### src/rtl/dsd_pkg.sv
package dsd_pkg;
  localparam int DATA_W = 16;

  typedef enum logic [1:0] {
    ST_IDLE    = 2'd0,
    ST_ACTIVE  = 2'd1,
    ST_REFRESH = 2'd2
  } rowState_t;

  // strobes from control to datapath, all single-cycle pulses
  typedef struct packed {
    logic latchRow;
    logic latchCol;
    logic doRefresh;
    logic rdLoad;
    logic wrLo;
    logic wrHi;
    logic useLatchedCol;
  } dpCtrl_t;
endpackage

### src/rtl/dsd_sync.sv
module dsd_sync #(
  parameter int   WIDTH   = 1,
  parameter int   STAGES  = 2,
  parameter logic RST_VAL = 1'b0
) (
  input  logic             clk,
  input  logic             rst_n,
  input  logic [WIDTH-1:0] d,
  output logic [WIDTH-1:0] q
);
  logic [WIDTH-1:0] stg [STAGES];

  for (genvar g = 0; g < STAGES; g++) begin : g_stage
    always_ff @(posedge clk) begin
      if (!rst_n) stg[g] <= {WIDTH{RST_VAL}};
      else if (g == 0) stg[g] <= d;
      else stg[g] <= stg[(g > 0) ? g - 1 : 0];
    end
  end

  assign q = stg[STAGES-1];
endmodule

### src/rtl/dsd_ctrl.sv
module dsd_ctrl
  import dsd_pkg::*;
(
  input  logic    clk,
  input  logic    rst_n,
  input  logic    rasS,
  input  logic    casS,
  input  logic    oeS,
  input  logic    lweS,
  input  logic    uweS,
  output dpCtrl_t ctl,
  output logic    driveEn
);
  logic rasP, casP, oeP, lweP, uweP;
  logic rasFall, rasRise, casFall, oeRise, lweFall, uweFall;
  logic holdValid, rdCycle, rmwWrite;
  rowState_t state;

  always_ff @(posedge clk) begin
    if (!rst_n) begin
      rasP <= 1'b1; casP <= 1'b1; oeP <= 1'b1; lweP <= 1'b1; uweP <= 1'b1;
    end else begin
      rasP <= rasS; casP <= casS; oeP <= oeS; lweP <= lweS; uweP <= uweS;
    end
  end

  assign rasFall = rasP & ~rasS;
  assign rasRise = ~rasP & rasS;
  assign casFall = casP & ~casS;
  assign oeRise  = ~oeP & oeS;
  assign lweFall = lweP & ~lweS;
  assign uweFall = uweP & ~uweS;

  assign rmwWrite = (state == ST_ACTIVE) && rdCycle && !casS && !casFall
                    && (lweFall || uweFall);

  always_comb begin
    ctl = '0;
    if (rasFall) begin
      if (!casS) ctl.doRefresh = 1'b1;
      else       ctl.latchRow  = 1'b1;
    end
    if (state == ST_ACTIVE && casFall) begin
      ctl.latchCol = 1'b1;
      if (!lweS || !uweS) begin
        ctl.wrLo = !lweS;
        ctl.wrHi = !uweS;
      end else begin
        ctl.rdLoad = 1'b1;
      end
    end
    if (rmwWrite) begin
      ctl.wrLo          = lweFall;
      ctl.wrHi          = uweFall;
      ctl.useLatchedCol = 1'b1;
    end
  end

  always_ff @(posedge clk) begin
    if (!rst_n) begin
      state     <= ST_IDLE;
      holdValid <= 1'b0;
      rdCycle   <= 1'b0;
    end else begin
      if (rasRise)      state <= ST_IDLE;
      else if (rasFall) state <= casS ? ST_ACTIVE : ST_REFRESH;

      if (ctl.rdLoad)        rdCycle <= 1'b1;
      else if (ctl.latchCol || rasRise) rdCycle <= 1'b0;

      if (ctl.rdLoad)                                   holdValid <= 1'b1;
      else if (ctl.latchCol)                            holdValid <= 1'b0;
      else if (rasS && casS)                            holdValid <= 1'b0;
      else if (casS && (oeRise || lweFall || uweFall))  holdValid <= 1'b0;
    end
  end

  assign driveEn = holdValid && !oeS;


  early_off_chk: assert property (@(posedge clk) disable iff (!rst_n)
    (ctl.latchCol && !ctl.rdLoad) |=> !driveEn);

  standby_off_chk: assert property (@(posedge clk) disable iff (!rst_n)
    (rasS && casS) |=> !driveEn);

  oe_off_chk: assert property (@(posedge clk) disable iff (!rst_n)
    (casS && oeRise) |=> !driveEn);

  rmw_cas_low_chk: assert property (@(posedge clk) disable iff (!rst_n)
    ctl.useLatchedCol |-> (!casS && state == ST_ACTIVE));
endmodule

### src/rtl/dsd_datapath.sv
module dsd_datapath
  import dsd_pkg::*;
#(
  parameter int ADDR_W = 3
) (
  input  logic              clk,
  input  logic              rst_n,
  input  dpCtrl_t           ctl,
  input  logic [ADDR_W-1:0] addrS,
  input  logic [DATA_W-1:0] dqS,
  output logic [DATA_W-1:0] rdData
);
  localparam int IDX_W = 2 * ADDR_W;
  localparam int DEPTH = 1 << IDX_W;

  logic [DATA_W-1:0] mem [DEPTH];
  logic [ADDR_W-1:0] rowReg, colReg, refCnt;
  logic [IDX_W-1:0]  wrIdx, rdIdx;

  assign rdIdx = {rowReg, addrS};
  assign wrIdx = {rowReg, ctl.useLatchedCol ? colReg : addrS};

  always_ff @(posedge clk) begin
    if (!rst_n) begin
      rowReg <= '0;
      colReg <= '0;
      refCnt <= '0;
      rdData <= '0;
    end else begin
      if (ctl.latchRow)  rowReg <= addrS;
      if (ctl.latchCol)  colReg <= addrS;
      if (ctl.doRefresh) refCnt <= refCnt + 1'b1;
      if (ctl.rdLoad)    rdData <= mem[rdIdx];
    end
  end

  always_ff @(posedge clk) begin
    if (ctl.wrLo) mem[wrIdx][7:0]  <= dqS[7:0];
    if (ctl.wrHi) mem[wrIdx][15:8] <= dqS[15:8];
  end

  // lane isolation checker state
  logic             chkArm;
  logic [IDX_W-1:0] chkIdx;
  logic [7:0]       chkHi;
  always_ff @(posedge clk) begin
    if (!rst_n) begin
      chkArm <= 1'b0;
      chkIdx <= '0;
      chkHi  <= '0;
    end else begin
      chkArm <= ctl.wrLo && !ctl.wrHi;
      chkIdx <= wrIdx;
      chkHi  <= mem[wrIdx][15:8];
    end
  end


  lane_isolation_chk: assert property (@(posedge clk) disable iff (!rst_n)
    chkArm |-> mem[chkIdx][15:8] == chkHi);

  refresh_count_chk: assert property (@(posedge clk) disable iff (!rst_n)
    ctl.doRefresh |=> refCnt == ADDR_W'($past(refCnt) + 1'b1));

  refresh_nowrite_chk: assert property (@(posedge clk) disable iff (!rst_n)
    ctl.doRefresh |-> !(ctl.wrLo || ctl.wrHi || ctl.latchRow || ctl.rdLoad));
endmodule

### src/rtl/dram_strobe_decoder.sv
module dram_strobe_decoder
  import dsd_pkg::*;
#(
  parameter int ADDR_W = 3
) (
  input  logic              clk,
  input  logic              rst_n,
  input  logic              rasN,
  input  logic              casN,
  input  logic              oeN,
  input  logic              lweN,
  input  logic              uweN,
  input  logic [ADDR_W-1:0] addr,
  input  logic [15:0]       dqIn,
  output logic [15:0]       dqOut,
  output logic              dqOe
);
  localparam int BUS_W = ADDR_W + DATA_W;

  logic [4:0]        strobeS;
  logic [BUS_W-1:0]  busS;
  dpCtrl_t           ctl;

  dsd_sync #(.WIDTH(5), .STAGES(2), .RST_VAL(1'b1)) i_strobeSync (
    .clk(clk), .rst_n(rst_n),
    .d({rasN, casN, oeN, lweN, uweN}), .q(strobeS));

  dsd_sync #(.WIDTH(BUS_W), .STAGES(2), .RST_VAL(1'b0)) i_busSync (
    .clk(clk), .rst_n(rst_n),
    .d({addr, dqIn}), .q(busS));

  dsd_ctrl i_ctrl (
    .clk(clk), .rst_n(rst_n),
    .rasS(strobeS[4]), .casS(strobeS[3]), .oeS(strobeS[2]),
    .lweS(strobeS[1]), .uweS(strobeS[0]),
    .ctl(ctl), .driveEn(dqOe));

  dsd_datapath #(.ADDR_W(ADDR_W)) i_datapath (
    .clk(clk), .rst_n(rst_n), .ctl(ctl),
    .addrS(busS[BUS_W-1:DATA_W]), .dqS(busS[DATA_W-1:0]),
    .rdData(dqOut));
endmodule

### config.mk
export PLATFORM = sky130hd
export DESIGN_NAME = dram_strobe_decoder
export DESIGN_NICKNAME = d
export VERILOG_FILES = /design/src/rtl/dsd_pkg.sv /design/src/rtl/dsd_sync.sv /design/src/rtl/dsd_ctrl.sv /design/src/rtl/dsd_datapath.sv /design/src/rtl/dram_strobe_decoder.sv
export SDC_FILE = /design/constraint.sdc
export NUM_CORES = 1
export LEC_CHECK = 0
export BUFFER_PORTS_ARGS = -buffer_cell sky130_fd_sc_hd__clkbuf_2
export CORE_MARGIN = 5
export CORE_UTILIZATION = 25
export DETAILED_ROUTE_END_ITERATION = 10
export HOLD_SLACK_MARGIN = 0.12
export PLACE_DENSITY = 0.44
export SYNTH_ARGS = -nofsm -noshare
export SYNTH_HDL_FRONTEND = slang
export SYNTH_HIERARCHICAL = 1
export SYNTH_SLANG_ARGS = --single-unit
### constraint.sdc
create_clock -name clk -period 2.6 [get_ports clk]
set_input_delay 0.52 -clock clk [delete_from_list [all_inputs] [get_ports clk]]
set_output_delay 0.52 -clock clk [all_outputs]
set_load 0.02 [all_outputs]
==> impl_results.md <==
* Status: finished clean
* Initial antenna violation count at 3
* Unrepaired setup endpoints after global routing: yes
* Final setup violating endpoints at 0
* Fraction of layout cells with a size suffix above 1 at 30.97%
* Path type of the worst setup path: reg2reg
* CTS root buffer: clkbuf_16
* Cell Count, Final, Fillers Out at ~4,800
* Number of global-route vias before repair at 22,662
* Routed WL at 116,300 um
* RePlAce Congestion at 0.7954
* Netlist cell types at 55
* Slowest CP cell: nor2_2
* Via density at 4.505
* Cell Pwr Density at 712.4 nW/um2
* Placed inst area at 47,440 um2
* Post-route minimum period at between 2000 and 3000 ps
* Least-Margin Pin Slew at 851.2 ps
* Commonest cells after routing, fill and taps aside: edfxtp_1, buf_4, mux4_2
* Seq cells post-synth at 1,103
* Layout Nets at 2,520
* Worst path arrival time at 2910 ps
* Setup ws final at 20.29 ps
* First-pass DRT Iterations at 5
* Static Leak at 16.14 nW
* Die footprint at 177,000 um2
* Post-synthesis async set-or-reset flop share at 0%
* Startpoint Class: flop
* CTS tree: built
* Final Slew Violations at 0
* Worst R2R Path Depth at 9
* Clock Sinks at 1,103
* Synth-to-Final Area Change at 21.91%
* Critical Path Most Common Cell: buf_4
* Placed insts at 4,558
* Post-route DRC violation count at 0
* Post-Syn Nets at 2,143
* # port buffers at 42
* CP max FO at 9
* Sum of negative setup slack at 0 ps
* GRT Overall Usage at 13.07%
* Worst-skew pair later-pin latency at 710 ps
* Overall power at 36.62 mW
* Fmax at 387.6 MHz
* First-pass GRT wire length at 167,200 um
* Clock Pin Slew Worst Setup and Hold Paths at 60 ps
* IO Pins at 43
* Core Region at 167,400 um2
* Worst rel slew slack at a little over two fifths
* Synthesized area at 42,160 um2
* Post-route antenna net violation count at 0
* Hold_ws at between 300 and 400 ps
* # H-tree levels at 3
* Finished Cell Area at between 50,000 and 60,000 um2
* Die span in x at 420.7 um
* Number of standard cells after synthesis at around 2,100
* Hold depth at 3
* Hpwl dp at 77,500 um
* Max VDD drop at 0.0004743 V
* CP cell instances: nor2_1, nand2_1, nor4b_2, buf_4, mux2i_2, nand2_1, buf_4, buf_4, nor2_2
* Fin. Hold Viols at 0
* Main flop type after synthesis: edfxtp_1
* Yosys warns at 6
* DRT iter0 DRCs at 2,068
* WL/cell at 24.28 um
* Row cnt at 150
* Finished Core Util at a little under a third
* Crit-path max cell delay at 450 ps
* Inserted Clock Buffers at 113
* Pre-CTS setup slack at -116.1 ps
* CP endpoint kind: flop
* Syn avg cell area at 19.92 um2
* Area occupied by multi-input gates at 9244 um2
* Max-cap violations at 0
* Clock Skew at 28.03 ps
* Vias post-DR at 21,582
* Fillers at 16,233
* Req. time, crit path at 2930 ps
* Longest Clk Path Bufs at 3
* HP Class: in2reg
* Period Utilization, post-route at between 90 and 100%
* Initial Util at between 20% and 30%
* Pin count of the biggest net entering global routing at 66
* Number of synthesized flops with an enable pin at roughly 1,000
* Congestion Overflow GR at 0
* Commonest non-fill, non-tap cell in the layout: edfxtp_1
* Die H at 420.7 um
* Seq/Total Area, Yosys at 76.68%
* Register Area at 32,360 um2
-- worst max-delay path: cells and delay by family, from the launching register on --
kind | cells | cell delay [ps]
DFF | 1 | 310
and+or+nand+nor | 5 | 1080
muxes | 1 | 250
buffers and inverters | 3 | 570
-- where the power goes --
part	internal (mW)	total [mW]	leakage, nW	switching [mW]
clock	9.17	15.9	1.76	6.77
sequential	19.3	19.4	9.97	0.102
combinational	0.527	1.24	4.40	0.712
total	29.0	36.6	16.1	7.58
-- layout make-up --
| class | instances | share of cell area [%] |
|---|---|---|
| diodes | 1 | 0.004868 |
| inverters | 8 | 0.05842 |
| well taps | 2204 | 5.365 |
| repair buffers | 378 | 6.580 |
| clock inverters | 72 | 1.220 |
| flip-flops and latches | 1103 | 62.96 |
| multi-input cells | 890 | 17.98 |
| clock buffers | 135 | 5.828 |
-- cells in the mapped netlist, types with 16 or more instances --
cell,count,area share (%)
buf_2,46,0.55
nand3_1,20,0.24
nor2_1,156,1.4
o21ai_0,27,0.32
dfxtp_1,79,3.8
and2_1,41,0.61
edfxtp_1,1024,73
clkbuf_1,35,0.31
nand2_1,73,0.65
nor2b_1,18,0.27
mux4_2,219,12
a22oi_1,67,1.2
a21oi_1,27,0.32
nand2b_1,16,0.24
mux2i_1,103,2.4
-- flip-flops by register name, indices dropped and copies added (netlist names), 2 cells and up --
signal / count
i_datapath/rdData: 16
i_ctrl/state: 2
i_datapath/colReg: 3
i_datapath/rowReg: 3
i_strobeSync/stg: 10
i_busSync/stg: 38
i_datapath/mem: 1024
-- what timing repair did --
action	4_1_cts	5_1_grt
hold buffers	24	0
gates resized for setup	7	22
endpoints found under the hold margin	24	0
setup buffers	0	1
setup endpoints to repair	45	393
-- per-layer routing --
metal	up-vias	wire length (um)	GRT usage [%]
met5	-	0	0
met1	11512	51370	17.83
met2	561	57290	21.92
met3	130	4915	1.555
met4	0	2763	3.967
li1	9379	-	-
-- cells by family after synthesis --
group | synth area share (%)
flip-flops | 76.68
AND/OR/NAND/NOR | 3.959
multiplexers | 14.28
AO/OA/AOI/OAI | 3.419
buffers and inverters | 1.647
XOR/XNOR | 0.02078
-- worst paths after layout --
kind	start	endpoint	slack, ps
worst max-delay path	i_strobeSync/stg[1][3]	i_datapath/mem[32][12]	20
worst min-delay path	rst_n	i_strobeSync/stg[1][2]	370
worst max register to register	i_strobeSync/stg[1][3]	i_datapath/mem[32][12]	20
worst min register to register	i_strobeSync/stg[0][0]	i_strobeSync/stg[1][0]	410
(Power assumes the default switching activity.)
